[config.mk]
export PLATFORM = sky130hd
export DESIGN_NAME = mmac_unit
export DESIGN_NICKNAME = d
export VERILOG_FILES = /design/src/rtl/mmac_pkg.sv /design/src/rtl/mmac_lane.sv /design/src/rtl/mmac_seq.sv /design/src/rtl/mmac_accum.sv /design/src/rtl/mmac_unit.sv
export SDC_FILE = /design/constraint.sdc
export NUM_CORES = 2
export LEC_CHECK = 0
export ABC_CLOCK_PERIOD_IN_PS = 14670
export CAP_MARGIN = 10
export CELL_PAD_IN_SITES_DETAIL_PLACEMENT = 0
export CELL_PAD_IN_SITES_GLOBAL_PLACEMENT = 1
export CORE_MARGIN = 8
export CORE_UTILIZATION = 30
export CTS_CLUSTER_DIAMETER = 80
export DETAILED_ROUTE_END_ITERATION = 10
export PLACE_DENSITY_LB_ADDON = 0.1
export SYNTH_ARGS = -nofsm -noshare
export SYNTH_HDL_FRONTEND = slang
export SYNTH_SLANG_ARGS = --single-unit
[constraint.sdc]
create_clock -name clk -period 14.67 [get_ports clk]
set_input_delay 2.934 -clock clk [delete_from_list [all_inputs] [get_ports clk]]
set_output_delay 2.934 -clock clk [all_outputs]
set_load 0.05 [all_outputs]
[src/rtl/mmac_pkg.sv]
`timescale 1ns/1ps
package mmac_pkg;

   typedef enum logic [1:0] {
      OP_MUL16 = 2'b00,
      OP_MAC16 = 2'b01,
      OP_MUL32 = 2'b10,
      OP_MAC32 = 2'b11
   } mmac_op_e;

   // Cycles spent forming partial products for an operation.
   function automatic int prod_steps(input logic [1:0] op, input int lanes);
      return op[1] ? (4 / lanes) : 1;
   endfunction

   // Total busy cycles: product cycles plus one add cycle when accumulating.
   function automatic int total_steps(input logic [1:0] op, input int lanes);
      return prod_steps(op, lanes) + (op[0] ? 1 : 0);
   endfunction

endpackage

[src/rtl/mmac_lane.sv]
`timescale 1ns/1ps
module mmac_lane #(
   parameter int LANES = 2,
   parameter int IDX   = 0,
   parameter int CW    = 3
) (
   input  logic [31:0]   a_q,
   input  logic [31:0]   b_q,
   input  logic          wide,
   input  logic          sgn,
   input  logic [CW-1:0] step,
   output logic [63:0]   pp
);
   localparam int KW = 6;

   logic [KW-1:0]      k;
   logic               ai, bi, valid;
   logic [15:0]        ah, bh;
   logic               a_top, b_top;
   logic signed [16:0] a17, b17;
   logic signed [33:0] prod;
   logic [63:0]        pext;

   // Partial-product index handled by this lane in this step.
   assign k     = KW'(step) * KW'(LANES) + KW'(IDX);
   assign ai    = k[0];
   assign bi    = k[1];
   assign valid = wide ? (k < KW'(4)) : (k == '0);

   assign ah    = ai ? a_q[31:16] : a_q[15:0];
   assign bh    = bi ? b_q[31:16] : b_q[15:0];
   // Only the most significant half of an operand carries its sign.
   assign a_top = wide ? ai : 1'b1;
   assign b_top = wide ? bi : 1'b1;
   assign a17   = {a_top & sgn & ah[15], ah};
   assign b17   = {b_top & sgn & bh[15], bh};

   assign prod  = a17 * b17;
   assign pext  = {{30{prod[33]}}, prod};

   always_comb begin
      if (!valid) begin
         pp = '0;
      end else begin
         unique case ({ai & bi, ai ^ bi})
            2'b00:   pp = pext;
            2'b01:   pp = pext << 16;
            default: pp = pext << 32;
         endcase
      end
   end
endmodule

[src/rtl/mmac_seq.sv]
`timescale 1ns/1ps
module mmac_seq
   import mmac_pkg::*;
#(
   parameter int LANES = 2,
   parameter int CW    = 3
) (
   input  logic          clk,
   input  logic          rst_n,
   input  logic          start_i,
   input  logic [1:0]    mode_i,
   output logic          busy_o,
   output logic          done_o,
   output logic          accept_o,
   output logic [CW-1:0] step_o,
   output logic [1:0]    op_o,
   output logic          final_o,
   output logic          addph_o
);
   logic          busy_q, done_q;
   logic [CW-1:0] step_q;
   logic [1:0]    op_q;

   assign accept_o = start_i & ~busy_q;
   assign final_o  = (step_q == CW'(total_steps(op_q, LANES) - 1));
   assign addph_o  = op_q[0] & (step_q == CW'(prod_steps(op_q, LANES)));

   always_ff @(posedge clk or negedge rst_n) begin
      if (!rst_n) begin
         busy_q <= 1'b0;
         done_q <= 1'b0;
         step_q <= '0;
         op_q   <= OP_MUL16;
      end else begin
         done_q <= busy_q & final_o;
         if (accept_o) begin
            busy_q <= 1'b1;
            step_q <= '0;
            op_q   <= mode_i;
         end else if (busy_q) begin
            if (final_o) busy_q <= 1'b0;
            else         step_q <= step_q + 1'b1;
         end
      end
   end

   assign busy_o = busy_q;
   assign done_o = done_q;
   assign step_o = step_q;
   assign op_o   = op_q;
endmodule

[src/rtl/mmac_accum.sv]
`timescale 1ns/1ps
module mmac_accum #(
   parameter int AW = 64
) (
   input  logic          clk,
   input  logic          rst_n,
   input  logic          clear_i,
   input  logic          accept_i,
   input  logic          step_en_i,
   input  logic          final_i,
   input  logic          addph_i,
   input  logic [AW-1:0] pp_sum_i,
   output logic [AW-1:0] acc_o
);
   logic [AW-1:0] sum_q, acc_q, sum_next;

   assign sum_next = sum_q + pp_sum_i + (addph_i ? acc_q : '0);

   always_ff @(posedge clk or negedge rst_n) begin
      if (!rst_n) begin
         sum_q <= '0;
         acc_q <= '0;
      end else begin
         if (accept_i)       sum_q <= '0;
         else if (step_en_i) sum_q <= sum_next;

         if (clear_i)                   acc_q <= '0;
         else if (step_en_i && final_i) acc_q <= sum_next;
      end
   end

   assign acc_o = acc_q;
endmodule

[src/rtl/mmac_unit.sv]
`timescale 1ns/1ps
module mmac_unit
   import mmac_pkg::*;
#(
   parameter int LANES = 2,
   parameter int DW    = 32
) (
   input  logic          clk,
   input  logic          rst_n,
   input  logic          start_i,
   input  logic [1:0]    mode_i,
   input  logic          signed_i,
   input  logic [DW-1:0] opa_i,
   input  logic [DW-1:0] opb_i,
   input  logic          acc_clr_i,
   output logic          busy_o,
   output logic          done_o,
   output logic [DW-1:0] acc_hi_o,
   output logic [DW-1:0] acc_lo_o
);
   localparam int AW      = 2 * DW;
   localparam int MAX_LAT = (4 / LANES) + 1;
   localparam int CW      = $clog2(MAX_LAT + 1) + 1;

   // Elaboration-time parameter checks.
   if (DW != 32) begin : g_bad_dw
      $error("mmac_unit: DW must be 32");
   end
   if (LANES != 1 && LANES != 2 && LANES != 4) begin : g_bad_lanes
      $error("mmac_unit: LANES must be 1, 2 or 4");
   end

   logic          accept, final_s, addph, busy_s;
   logic [CW-1:0] step;
   logic [1:0]    op;
   logic [31:0]   a_q, b_q;
   logic          sgn_q;
   logic [AW-1:0] pp [LANES];
   logic [AW-1:0] pp_sum, acc;

   always_ff @(posedge clk or negedge rst_n) begin
      if (!rst_n) begin
         a_q   <= '0;
         b_q   <= '0;
         sgn_q <= 1'b0;
      end else if (accept) begin
         a_q   <= opa_i;
         b_q   <= opb_i;
         sgn_q <= signed_i;
      end
   end

   mmac_seq #(.LANES(LANES), .CW(CW)) u_seq (
      .clk      (clk),
      .rst_n    (rst_n),
      .start_i  (start_i),
      .mode_i   (mode_i),
      .busy_o   (busy_s),
      .done_o   (done_o),
      .accept_o (accept),
      .step_o   (step),
      .op_o     (op),
      .final_o  (final_s),
      .addph_o  (addph)
   );

   for (genvar l = 0; l < LANES; l++) begin : g_lane
      mmac_lane #(.LANES(LANES), .IDX(l), .CW(CW)) u_lane (
         .a_q  (a_q),
         .b_q  (b_q),
         .wide (op[1]),
         .sgn  (sgn_q),
         .step (step),
         .pp   (pp[l])
      );
   end

   always_comb begin
      pp_sum = '0;
      for (int l = 0; l < LANES; l++) pp_sum = pp_sum + pp[l];
   end

   mmac_accum #(.AW(AW)) u_acc (
      .clk       (clk),
      .rst_n     (rst_n),
      .clear_i   (acc_clr_i),
      .accept_i  (accept),
      .step_en_i (busy_s),
      .final_i   (final_s),
      .addph_i   (addph),
      .pp_sum_i  (pp_sum),
      .acc_o     (acc)
   );

   assign busy_o   = busy_s;
   assign acc_hi_o = acc[AW-1:DW];
   assign acc_lo_o = acc[DW-1:0];
endmodule

==> key figures <==
CTS
  – H-tree depth: 4
  – Hold-fix buffers, CTS: 0
  – Clock buffer count from CTS: 17
  – Clk Latency, worst-skew pair: 0.56 ns
  – Clock transition at the registers of the reported paths: 0.09 ns
  – Clock Tree Buf Depth: 2
  – Post_cts resized: 0
  – CTS root buffer: clkbuf_16
  – CTS Sinks: 200
  – Number of post-CTS setup repair buffers: 0
  – CTS tree: yes

Timing
  – Fmax: 79.4 MHz
  – Slew HR: 28.3%
  – Clock skew: 0.0244 ns
  – RSZ-0062 raised after global routing: false
  – Final Slew Violations: 0
  – Fin crit share: 85.8%
  – Final hold slack: 0.509 ns
  – Final hold violation count: 0
  – Post-route setup TNS: 0 ns
  – Endpoints failing setup: 0
  – Least-Margin Pin Slew: around 1.1 ns
  – Period minus WS final: between 10 and 15 ns

Final layout
  – Final net count: 5297
  – ANT cells: 0
  – Final core occ: 33.1%
  – Area added between synthesis and finish: 9.58%
  – Finished Layout Cells: around 5900
  – Share of cells above drive strength 1: 4.60%

Synth
  – Synth Area in XOR/XNOR: between 3 and 4%
  – Adder-cell share of the synthesized area: 45.5%
  – Fraction of the mapped netlist area in simple logic gates: 14.6%
  – Mean Syn Cell Area: between 8 and 9 um2
  – Most common library cells after synthesis: inv_1 (958), fa_1 (702), nand2_1 (572)
  – Top cell type by total area after synthesis: fa_1
  – Area contributors post-synth: fa_1 (37%), dfrtp_1 (13%), inv_1 (9.5%)
  – Top-area cell type share of the netlist area: 37.1%
  – Post-Syn Area: 37900 um2
  – Largest family of logic cells by synthesized area: adder cells
  – Sequential-to-total area share from yosys stat: 13.2%
  – Top_reg_cell synth: dfrtp_1
  – Mux cell area share after synthesis: 2.82%
  – Syn Inst Count: 4256
  – Post-synth EDFFs: 0
  – Number of synthesized register bits: 200
  – Cell variety after synth: 79
  – Synth warn: 0
  – Most numerous cell in the Yosys netlist: inv_1
  – Synth async-reset ratio: 100%
  – Post-synthesis compound-gate area fraction: 9.18%
  – Syn_nets: 5283

Global route
  – First-pass GRT wire length: around 190000 um
  – Largest net degree at the start of global routing: 87
  – GRT Total Usage: 18.6%
  – Remaining Overflow, GRT: 0
  – Vias in the first global route: 29600
  – Initial antenna violation count: 0

Die
  – Die width: 371 um
  – Initial core utilization: 30.2%
  – Die footprint: ~140000 um2
  – I/O Pins: 137
  – Rows: 130
  – Core area: 126000 um2
  – Die Span Y: 371 um

Setup path
  – Worst setup path category: reg -> reg
  – Worst stage delay on the critical path: 0.85 ns
  – Crit end category: flip-flop
  – Max Fanout on Critical Path: 53
  – Slowest CP cell: dfrtp_4
  – Data required time of the worst path: 15.08 ns
  – Crit path DAT: 13.00 ns
  – Crit path launch type: flip-flop
  – Most frequent CP cell: fa_1

Detailed routing
  – DRC viols: 0
  – Vias/cell: 4.59
  – Vias: between 20000 and 30000
  – Post-route ant nets: 0
  – Wirelength, routed: 124000 um
  – Initial DRC Count: 1526
  – Routed len/inst: between 20 and 25 um
  – Pre-Repair DR Iteration Count: 5

Hold path
  – Worst min path class: reg -> reg

Run status
  – Status: finished clean

Run
  – Max_cap viols: 0

Placement
  – Routability cong.: 0.819
  – Port Buf Inserts: 136
  – Post-DP HPWL: about 100000 um
  – Placed cells: 5901
cell families (layout without fill, tap and decap cells):
group,count (synthesis),count (layout)
flops,200,200
buf+inv,1138,1165
fa+ha+maj,956,956
compound gates,554,554
simple gates,1169,1169
mux,96,96
xor+xnor,143,143
cell usage in the layout, fill, tap and decap left out, drive strengths merged, types with 4 or more instances in the layout:
master         synthesis  layout
a211oi                14      14
a21boi                 4       4
a21o                  64      64
a21oi                236     236
a22o                   9       9
a31oi                  9       9
and2                 259     259
and3                  16      16
and4                   4       4
buf                   24      40
clkbuf               153      19
clkdlybuf4s50          1     133
clkinv                 0       4
dfrtp                200     200
fa                   702     702
ha                   254     254
inv                  960     967
mux2                  87      87
mux2i                  9       9
nand2                572     572
nand2b                16      16
nand3                 25      25
nand4                 16      16
nor2                 145     145
nor2b                 74      74
nor3                  10      10
nor4                   5       5
o211ai                10      10
o21a                  16      16
o21ai                 78      78
o21bai                24      24
o31ai                 56      56
or2                   12      12
or3                    4       4
xnor2                 98      98
xor2                  44      44
registers in the layout, indices dropped and copies added, names as in the netlist:
register and flops:
u_acc.sum_q 64, u_seq.busy_o 1, u_seq.op_o 2, u_seq.done_o 1
u_seq.step_o 3, u_acc.acc_o 64, a_q 32, b_q 32
sgn_q 1
cell type report:
| type | instances | area [um2] |
|---|---|---|
| clock inverters | 13 | 144 |
| flip-flops and latches | 200 | 5010 |
| fillers | 13400 | 84000 |
| well taps | 1650 | 2060 |
| repair buffers | 173 | 1630 |
| inverters | 960 | 3600 |
| multi-input cells | 2918 | 28600 |
| clock buffers | 19 | 453 |
metrics by stage:
stage / setup slack (ns) / cell area, um2
2_1_floorplan: 4.21 / 37900
3_3_place_gp: 2.11 / 40900
3_5_place_dp: 2.10 / 40900
4_1_cts: 2.03 / 41500
5_1_grt: 1.36 / 41500
6_report: 2.08 / 41500
worst paths after layout:
| path | from | endpoint | slack, ns | cells after the start |
|---|---|---|---|---|
| setup reg to reg | u_seq.step_o[0] | u_acc.acc_o[63] | 2.08 | 41 |
| setup / recovery | u_seq.step_o[0] | u_acc.acc_o[63] | 2.08 | 41 |
| max in group asynchronous | rst_n | u_seq.busy_o | 10.71 | 2 |
| hold / removal | b_q[26] | b_q[26] | 0.51 | 1 |
| min in group asynchronous | rst_n | u_acc.acc_o[59] | 2.40 | 1 |
| hold reg to reg | b_q[26] | b_q[26] | 0.51 | 1 |
layer usage:
metal  up-vias  wire (um)  global-route usage (%)
met4         0       1630                    3.41
met2       355      54500                    28.7
li1      12900          -                       -
met3        50       3510                    1.87
met5         -          0                       0
met1     13900      64300                    28.4
critical path, delay by kind of cell (launching register included):
family	cells	cell delay, ns
AOI/OAI and AO/OA	12	2.86
and+or+nand+nor	9	1.74
buffers and inverters	6	1.24
xor gates and xnor gates	3	0.57
DFF	1	0.85
adders and majority gates	11	5.09
Power is not shown: default switching activity piles up to over one toggle a cycle in this logic, so the estimate is an artifact.
